### config.mk
export PLATFORM = sky130hd
export DESIGN_NAME = mbx_top
export DESIGN_NICKNAME = d
export VERILOG_FILES = /design/src/rtl/mbx_pkg.sv /design/src/rtl/mbx_slot.sv /design/src/rtl/mbx_port.sv /design/src/rtl/mbx_top.sv
export SDC_FILE = /design/constraint.sdc
export NUM_CORES = 1
export LEC_CHECK = 0
export BUFFER_PORTS_ARGS = -buffer_cell sky130_fd_sc_hd__buf_4
export CELL_PAD_IN_SITES_DETAIL_PLACEMENT = 1
export CELL_PAD_IN_SITES_GLOBAL_PLACEMENT = 1
export CORE_AREA = 2 2 252 130
export CTS_CLUSTER_DIAMETER = 60
export DETAILED_ROUTE_END_ITERATION = 12
export DIE_AREA = 0 0 254 132
export GPL_ROUTABILITY_DRIVEN = 0
export MAX_ROUTING_LAYER = met4
export PLACE_DENSITY = 0.87
export SKIP_LAST_GASP = 1
export SYNTH_ARGS = -nofsm -noshare
export SYNTH_HDL_FRONTEND = slang
export SYNTH_SLANG_ARGS = --single-unit
### constraint.sdc
create_clock -name clk -period 2.25 [get_ports clk]
set_input_delay 0.45 -clock clk [delete_from_list [all_inputs] [get_ports clk]]
set_output_delay 0.45 -clock clk [all_outputs]
set_load 0.1 [all_outputs]
### src/rtl/mbx_pkg.sv
// Shared constants for the mailbox: map indices and field top bits.
// Assumes four channels, so that each field fills one nibble.
package mbx_pkg;
    localparam int NCH      = 4;
    localparam int DATA_W   = 32;
    localparam int ADDR_W   = 4;
    localparam int FLAG_W   = 3;
    // Field top bits; channel n sits at TOP - n
    localparam int GIE_TOP  = 31;
    localparam int RIE_TOP  = 27;
    localparam int TIE_TOP  = 23;
    localparam int GIR_TOP  = 19;
    localparam int RXF_TOP  = 27;
    localparam int TXE_TOP  = 23;
    localparam int PND_TOP  = 19;
endpackage

### src/rtl/mbx_slot.sv
// One channel in one direction: data word plus the shared full flag.
// Writer side sees !full as transmit-empty, reader side sees full.
// Assumes a write wins over a same-cycle read.
module mbx_slot #(
    parameter int DATA_W = 32
) (
    input  logic              clk,
    input  logic              rst_n,
    input  logic              wr_i,
    input  logic              rd_i,
    input  logic [DATA_W-1:0] wdata_i,
    output logic [DATA_W-1:0] data_o,
    output logic              full_o,
    output logic              ovr_o
);
    // Latch data and update the full flag
    always_ff @(posedge clk) begin
        if (!rst_n) begin
            data_o <= '0;
            full_o <= 1'b0;
        end else if (wr_i) begin
            data_o <= wdata_i;
            full_o <= 1'b1;
        end else if (rd_i) begin
            full_o <= 1'b0;
        end
    end

    // Overrun: write onto a full slot that is not being drained now
    assign ovr_o = wr_i & full_o & ~rd_i;
endmodule

### src/rtl/mbx_port.sv
// Register front end for one side: decode, control word, pending
// doorbells, status assembly, read mux, irq and sticky overrun.
// Assumes NCH is a power of two and at most four.
module mbx_port
    import mbx_pkg::*;
#(
    parameter int DATA_W = mbx_pkg::DATA_W,
    parameter int NCH    = mbx_pkg::NCH,
    parameter int ADDR_W = mbx_pkg::ADDR_W
) (
    input  logic              clk,
    input  logic              rst_n,
    input  logic [ADDR_W-1:0] addr_i,
    input  logic              we_i,
    input  logic              re_i,
    input  logic [DATA_W-1:0] wdata_i,
    output logic [DATA_W-1:0] rdata_o,
    output logic              irq_o,
    output logic              ovr_o,
    input  logic [NCH-1:0]    tx_full_i,
    input  logic [NCH-1:0]    tx_ovr_i,
    input  logic [NCH-1:0]    rx_full_i,
    input  logic [DATA_W-1:0] rx_data_i [NCH],
    input  logic [NCH-1:0]    peer_gir_i,
    input  logic [NCH-1:0]    peer_pend_i,
    output logic [NCH-1:0]    tx_wr_o,
    output logic [NCH-1:0]    rx_rd_o,
    output logic [NCH-1:0]    gir_o,
    output logic [NCH-1:0]    pend_o
);
    localparam int SEL_W    = (NCH > 1) ? $clog2(NCH) : 1;
    localparam int STAT_IDX = 2 * NCH;
    localparam int CTRL_IDX = 2 * NCH + 1;

    logic [NCH-1:0]    gie_q, rie_q, tie_q;
    logic [FLAG_W-1:0] flag_q;
    logic              stat_wr, ctrl_wr;
    logic [NCH-1:0]    ack;
    logic [DATA_W-1:0] stat_w, ctrl_w;
    logic [SEL_W-1:0]  rx_sel;
    logic              unused_wbits;

    assign stat_wr      = we_i && (addr_i == ADDR_W'(STAT_IDX));
    assign ctrl_wr      = we_i && (addr_i == ADDR_W'(CTRL_IDX));
    assign rx_sel       = addr_i[SEL_W-1:0];
    assign unused_wbits = ^{wdata_i[15:FLAG_W]};

    // Per-channel strobes, doorbell pulses and acknowledges
    always_comb begin
        for (int n = 0; n < NCH; n++) begin
            tx_wr_o[n] = we_i && (addr_i == ADDR_W'(n));
            rx_rd_o[n] = re_i && (addr_i == ADDR_W'(NCH + n));
            gir_o[n]   = ctrl_wr && wdata_i[GIR_TOP-n];
            ack[n]     = stat_wr && wdata_i[PND_TOP-n];
        end
    end

    // Control word storage
    always_ff @(posedge clk) begin
        if (!rst_n) begin
            gie_q  <= '0;
            rie_q  <= '0;
            tie_q  <= '0;
            flag_q <= '0;
        end else if (ctrl_wr) begin
            for (int n = 0; n < NCH; n++) begin
                gie_q[n] <= wdata_i[GIE_TOP-n];
                rie_q[n] <= wdata_i[RIE_TOP-n];
                tie_q[n] <= wdata_i[TIE_TOP-n];
            end
            flag_q <= wdata_i[FLAG_W-1:0];
        end
    end

    // Pending doorbells: raise from peer wins over local acknowledge
    always_ff @(posedge clk) begin
        if (!rst_n) pend_o <= '0;
        else        pend_o <= peer_gir_i | (pend_o & ~ack);
    end

    // Assemble status and control words in descending channel order
    always_comb begin
        stat_w = '0;
        ctrl_w = '0;
        for (int n = 0; n < NCH; n++) begin
            stat_w[RXF_TOP-n] = rx_full_i[n];
            stat_w[TXE_TOP-n] = ~tx_full_i[n];
            stat_w[PND_TOP-n] = pend_o[n];
            ctrl_w[GIE_TOP-n] = gie_q[n];
            ctrl_w[RIE_TOP-n] = rie_q[n];
            ctrl_w[TIE_TOP-n] = tie_q[n];
            ctrl_w[GIR_TOP-n] = peer_pend_i[n];
        end
        ctrl_w[FLAG_W-1:0] = flag_q;
    end

    // Read mux; transmit words read as zero
    always_comb begin
        if (addr_i >= ADDR_W'(NCH) && addr_i < ADDR_W'(2 * NCH))
            rdata_o = rx_data_i[rx_sel];
        else if (addr_i == ADDR_W'(STAT_IDX))
            rdata_o = stat_w;
        else if (addr_i == ADDR_W'(CTRL_IDX))
            rdata_o = ctrl_w;
        else
            rdata_o = '0;
    end

    // Interrupt combine
    assign irq_o = |(rx_full_i & rie_q) | |(~tx_full_i & tie_q) | |(pend_o & gie_q);

    // Sticky overrun
    always_ff @(posedge clk) begin
        if (!rst_n)         ovr_o <= 1'b0;
        else if (|tx_ovr_i) ovr_o <= 1'b1;
    end
endmodule

### src/rtl/mbx_top.sv
// Two-sided mailbox: two register front ends and 2*NCH channel slots.
// Assumes both sides share one clock; no clock-domain crossing inside.
module mbx_top
    import mbx_pkg::*;
#(
    parameter int DATA_W = mbx_pkg::DATA_W,
    parameter int NCH    = mbx_pkg::NCH,
    parameter int ADDR_W = mbx_pkg::ADDR_W
) (
    input  logic              clk,
    input  logic              rst_n,
    input  logic [ADDR_W-1:0] a_addr,
    input  logic              a_we,
    input  logic              a_re,
    input  logic [DATA_W-1:0] a_wdata,
    output logic [DATA_W-1:0] a_rdata,
    output logic              a_irq,
    output logic              a_ovr,
    input  logic [ADDR_W-1:0] b_addr,
    input  logic              b_we,
    input  logic              b_re,
    input  logic [DATA_W-1:0] b_wdata,
    output logic [DATA_W-1:0] b_rdata,
    output logic              b_irq,
    output logic              b_ovr
);
    logic [NCH-1:0]    ab_full, ab_ovr, ba_full, ba_ovr;
    logic [DATA_W-1:0] ab_data [NCH];
    logic [DATA_W-1:0] ba_data [NCH];
    logic [NCH-1:0]    a_txwr, a_rxrd, b_txwr, b_rxrd;
    logic [NCH-1:0]    a_gir, b_gir, a_pend, b_pend;

    // Channel slots for both directions
    for (genvar n = 0; n < NCH; n++) begin : g_ch
        mbx_slot #(.DATA_W(DATA_W)) u_ab (
            .clk(clk), .rst_n(rst_n), .wr_i(a_txwr[n]), .rd_i(b_rxrd[n]),
            .wdata_i(a_wdata), .data_o(ab_data[n]), .full_o(ab_full[n]),
            .ovr_o(ab_ovr[n]));
        mbx_slot #(.DATA_W(DATA_W)) u_ba (
            .clk(clk), .rst_n(rst_n), .wr_i(b_txwr[n]), .rd_i(a_rxrd[n]),
            .wdata_i(b_wdata), .data_o(ba_data[n]), .full_o(ba_full[n]),
            .ovr_o(ba_ovr[n]));
    end

    mbx_port #(.DATA_W(DATA_W), .NCH(NCH), .ADDR_W(ADDR_W)) u_pa (
        .clk(clk), .rst_n(rst_n), .addr_i(a_addr), .we_i(a_we), .re_i(a_re),
        .wdata_i(a_wdata), .rdata_o(a_rdata), .irq_o(a_irq), .ovr_o(a_ovr),
        .tx_full_i(ab_full), .tx_ovr_i(ab_ovr), .rx_full_i(ba_full),
        .rx_data_i(ba_data), .peer_gir_i(b_gir), .peer_pend_i(b_pend),
        .tx_wr_o(a_txwr), .rx_rd_o(a_rxrd), .gir_o(a_gir), .pend_o(a_pend));

    mbx_port #(.DATA_W(DATA_W), .NCH(NCH), .ADDR_W(ADDR_W)) u_pb (
        .clk(clk), .rst_n(rst_n), .addr_i(b_addr), .we_i(b_we), .re_i(b_re),
        .wdata_i(b_wdata), .rdata_o(b_rdata), .irq_o(b_irq), .ovr_o(b_ovr),
        .tx_full_i(ba_full), .tx_ovr_i(ba_ovr), .rx_full_i(ab_full),
        .rx_data_i(ab_data), .peer_gir_i(a_gir), .peer_pend_i(a_pend),
        .tx_wr_o(b_txwr), .rx_rd_o(b_rxrd), .gir_o(b_gir), .pend_o(b_pend));
endmodule

# Word-level counts from Yosys, hierarchy flattened
# Cells that the tools add are included.
# Widths: inputs -> output; s select.
# word_totals
reg_bits	304
latch_bits	0
ram_bits	0
romBits	0
in_bits	78
out_inout_bits	68
wordCells	188
memories	0
# classes
n_addsub	0
multipliers	0
n_div	0
magnitude_cmp	6
eq_ne	18
shifts	0
mux	28
bitwise	52
n_reduce_logical	56
# ops
cell	n
$mux 32	10
$bmux 32 s2	2
$logic_and 1x1->1	38
$and 4x4->4	8
$eq 4x3->1 const B	8
$reduce_or 4->1	8
$and 1x1->1	16
$eq 4x2->1 const B	4
$eq 4x4->1 const B	4
$mux 1	16
$not 1->1	16
$not 4->4	4
$reduce_bool 2->1	8
$eq 4x1->1 const B	2
$ge 4x3->1 const B	2
$logic_not 4->1	2
$lt 4x4->1 const B	2
$or 4x4->4	2
$ge 3x3->1 const B	2
$not 2->3	2
$or 1x1->1	4

# Logic depth before layout (Yosys ltp)
# depth
ltp_word	6
depth_mapped	7
mapped_depth_nobuf	4

# Cells and area by module
# From an unflattened synthesis, not the netlist that was laid out.
# hier_totals
hier_cells	1369
area_unflattened_um2	14754.2
# modules_own_cells
mod	n_inst	cells_each	area_per_inst_um2	seq_area_each_um2
mbx_slot	8	107	1283.7	660.6
mbx_port (u_pb)	1	257	2248.4	400.4
mbx_port (u_pa)	1	256	2235.9	400.4

# Least setup slack after synthesis
# Ideal clock, no wire load.
# synth_timing
path_kind	in2out
start	input b_addr[1]
end	output b_rdata[16]
arrival_ns	1.966
t_required_ns	1.800
slack_ns	-0.166
path_stages	5
n_path_buf	2
path_cell_list	buf_2 -> clkbuf_1 -> mux4_2 -> a222oi_1 -> inv_1
# synth_between
elab_chain_len	5
word_cells_on_any_way	12
classes_between	2 x order compare; 2 x eq/ne; 6 x mux; 1 x bitwise; 1 x reduce/logical
# synth_rtl
item	line_no	source
start, declared	mbx_top.sv:19	input logic [ADDR_W-1:0] b_addr,
$not 2->3 (implied by the code)	mbx_port.sv:100	rdata_o = rx_data_i[rx_sel];
$bmux 32 s2	mbx_port.sv:100	
$mux 32 (implied by the code) (2 in series)	mbx_port.sv:100	
$mux 32 (*)	mbx_port.sv:99	if (addr_i >= ADDR_W'(NCH) && addr_i < ADDR_W'(2 * NCH))
end, declared	mbx_top.sv:23	output logic [DATA_W-1:0] b_rdata,
# Mark *: on every way between the ends. The rest lies on a longest branch, timed or not. The select of a mux whose other input is x is not followed.

# Worst setup path in the final report
# layout_timing
start	register g_ch[3].u_ba.data_o[26]
end	output a_rdata[26]
# layout_between
elab_chain_len	4
# layout_rtl
item	line_no	source
start, declared	mbx_slot.sv:12	output logic [DATA_W-1:0] data_o,
start signal, assigned	mbx_slot.sv:22	data_o <= wdata_i;
$bmux 32 s2	mbx_port.sv:100	
$mux 32 (implied by the code) (2 in series)	mbx_port.sv:100	
$mux 32	mbx_port.sv:99	
end, declared	mbx_top.sv:16	output logic [DATA_W-1:0] a_rdata,
# No other way between the ends. The select of a mux whose other input is x is not followed.

==> summary.txt <==
Outcome - complete, but fails checks
Violated checks - negative setup slack
Power share of the sequential group - 47.2%
Final setup vio count - 27
Clk_lat worst skew - 0.56 ns
TritonCTS clock tree - yes
Final Cycle Share - 110%
TritonCTS Buffers - 29
Total gr overflow - 0
CP max stage delay - 0.47 ns
Fraction of layout cells with a size suffix above 1 - 26.5%
CP endpoint kind - primary output
Die area - 0.0335 mm²
Post-Place Cells - 2,075
Residual DRC - 0
Worst hold slack - 0.160 ns
Combinational Power Share - 9.2%
Antenna violations before repair - 2
Post-Syn Instances - 1,556
Leakage - 6.38 nW
Dpl cell area - 0.0158 mm²
Nets - 1,763
GRT Total Usage - 31.4%
Worst Path Arrival - 2.03 ns
Cell area after layout - 0.0176 mm²
Cells along the critical path - mux4_2, a222oi_1, buf_4, inv_2, buf_6
Synthesized cell area - 0.0139 mm²
Startpoint types - flop
Min-delay worst type - in2reg
Max_cap viols - 0
Initial Util - 44.6%
Worst slew margin - 63.1%
Largest net degree at the start of global routing - 79
Seq cells post-synth - 304
Crit Path Max Fanout - 2
Via density - 5.91
Vias in the first global route - 13.6k
Worst Path Buf+Inv - 3
DIE HEIGHT - 132 µm
Final Skew - 0.00846 ns
Final worst slack - -0.227 ns
Switching share of power - 24.7%
Count of input and output buffers - 145
Layout Cells excl Fill - 2,139
WL final - 51,500 µm
DRT Pass-1 Iters - 5
Initial DRC count - 1,141
Core area - 0.0312 mm²
Final min period - 2.48 ns
Final Util - 56.4%
Sequential element share of the synthesized area - 43.8%
Die width - 254 µm
Sw Pwr - 0.00289 W
CTS clk-pin slew, worst paths - 0.07 ns
DP HPWL - 33,000 µm
Post-route ant nets - 0
Max Freq - 404 MHz
Post-Syn Nets - 1,634
I/O pin total - 146
Slew Limit Fails - 0
Area Growth Syn to Fin - 26.5%
PD cells - 663 mW/mm²
Worst path required time - 1.80 ns
Clock Sink Count - 304
Via count - 12.6k
Clock Path Buffers - 3
Critical-path top delay cell - mux4_2
Syn_area_per_cell - 8.93 µm²
Top delay family on crit path - multiplexers
Syn. warnings - 0
Synth unique cells - 36
CTS root buffer - clkbuf_16
WS Path Type - reg2out
WL/cell - 24.1 µm
Internal power - 0.00878 W
RSZ-0062 raised after global routing - yes
First-pass GRT wire length - 79,100 µm
Slew @ Worst Pin - 0.553 ns
Final hold viol count - 0
Max IR drop VDD - 0.521 mV
# H-tree levels - 1
Std-Cell Rows - 46
Regs by FF count - g_ch.u_ab.data_o (128), g_ch.u_ba.data_o (128)
Clock power frac - 43.6%
cell usage after synthesis:
cell      count  area, µm²
a221oi_1      6       52.6
nor4b_2       2       30.0
inv_1        25       93.8
clkbuf_1     64        240
o31a_1        1       8.76
o21ai_0       6       30.0
dfxtp_1     304       6090
nor3b_4       2       37.5
o22ai_1       3       18.8
nand3_1      15       75.1
a221o_1       8       80.1
a21oi_1       2       10.0
mux4_1        8        210
o31ai_1       2       15.0
nor2_1       12       45.0
a22o_1       16        140
a21boi_1    250       1880
a222oi_1     16        160
nand2_1     582       2180
mux4_2       56       1260
nand3_2       1       10.0
and2_1       31        194
o41a_1        1       11.3
and4bb_2      2       25.0
nand3b_1      4       30.0
and3b_1       2       17.5
nor2b_1      13       81.3
buf_2        32        160
a21boi_0     42        315
buf_6        11        124
and3_1        4       25.0
a31o_2        2       17.5
a22oi_1       8       60.1
buf_4        21        158
nand4b_1      1       8.76
nand2b_1      1       6.26
cell usage in the layout, fill, tap and decap left out, types with 11 or more instances in the layout:
cell type and instances:
a21boi_0 42, nand3_1 13, a22o_4 11, buf_6 35
dfxtp_2 34, a21boi_1 250, nor2b_1 11, a222oi_1 16
and2_2 26, nor2_1 12, buf_12 56, dfxtp_1 268
mux4_2 64, inv_2 16, buf_4 124, nand2_1 581
clkbuf_16 30
area by class of cell:
class | count | area, µm²
Tap cell | 432 | 541
Fill cell | 3491 | 13600
Clock inverter | 12 | 143
Multi-Input combinational cell | 1099 | 7200
Clock buffer | 39 | 813
Sequential cell | 304 | 6140
Timing Repair Buffer | 226 | 2660
Inverter | 25 | 93.8
Antenna cell | 2 | 5.00
per-stage QoR:
step | total power [W] | setup slack (ns) | TNS [ns]
global route | 0.0120 | -0.333 | -5.27
global placement | 0.00656 | -0.240 | -8.81
finish | 0.0117 | -0.227 | -3.47
floorplan | 0.00614 | -0.0410 | -0.0693
CTS | 0.0117 | -0.246 | -4.57
detailed placement | 0.00659 | -0.280 | -10.05
worst min-delay path: stages:
cell and delay, ns:
buf_4 0.12, nand2_1 0.05, a21boi_1 0.05
routing by layer:
metal,vias to the layer above,GRT usage (%),wire [µm]
met5,-,-,0
met1,6466,41.0,22300
met2,498,47.8,23500
li1,5545,-,-
met4,0,10.1,1570
met3,132,7.88,4080
cell families (layout without fill, tap and decap cells):
logic type / count (synthesis) / in the layout / share of synthesized area, %
AND/OR/NAND/NOR: 672 / 672 / 19.9
AO/OA/AOI/OAI: 363 / 363 / 20.1
flip-flops: 304 / 304 / 43.8
buffers and inverters: 153 / 302 / 5.58
multiplexers: 64 / 64 / 10.6
other: 0 / 2 / 0
power groups by stage:
stage               Clock [W]  Sequential (W)  Combinational, W
detailed placement          0         0.00562          0.000970
floorplan                   0         0.00560          0.000542
global placement            0         0.00562          0.000943
CTS                   0.00513         0.00550           0.00104
global route          0.00537         0.00551           0.00112
finish                0.00509         0.00550           0.00107
final timing paths:
kind | from | endpoint | slack, ns | cells past startpoint
worst min register to register | g_ch[0].u_ab.data_o[6] | g_ch[0].u_ab.data_o[6] | 0.45 | 2
worst min-delay path | a_wdata[15] | g_ch[3].u_ab.data_o[15] | 0.16 | 3
worst max-delay path | g_ch[3].u_ba.data_o[26] | a_rdata[26] | -0.23 | 5
worst max register to register | g_ch[0].u_ba.full_o | u_pb.ovr_o | 1.06 | 4
what timing repair did:
item,4_1_cts,5_1_grt
endpoints found under the setup margin,66,64
cloned,2,1
pin swaps,22,21
setup buffers,6,2
hold buffers,0,0
gates resized for setup,145,61
(Power assumes the default switching activity.)
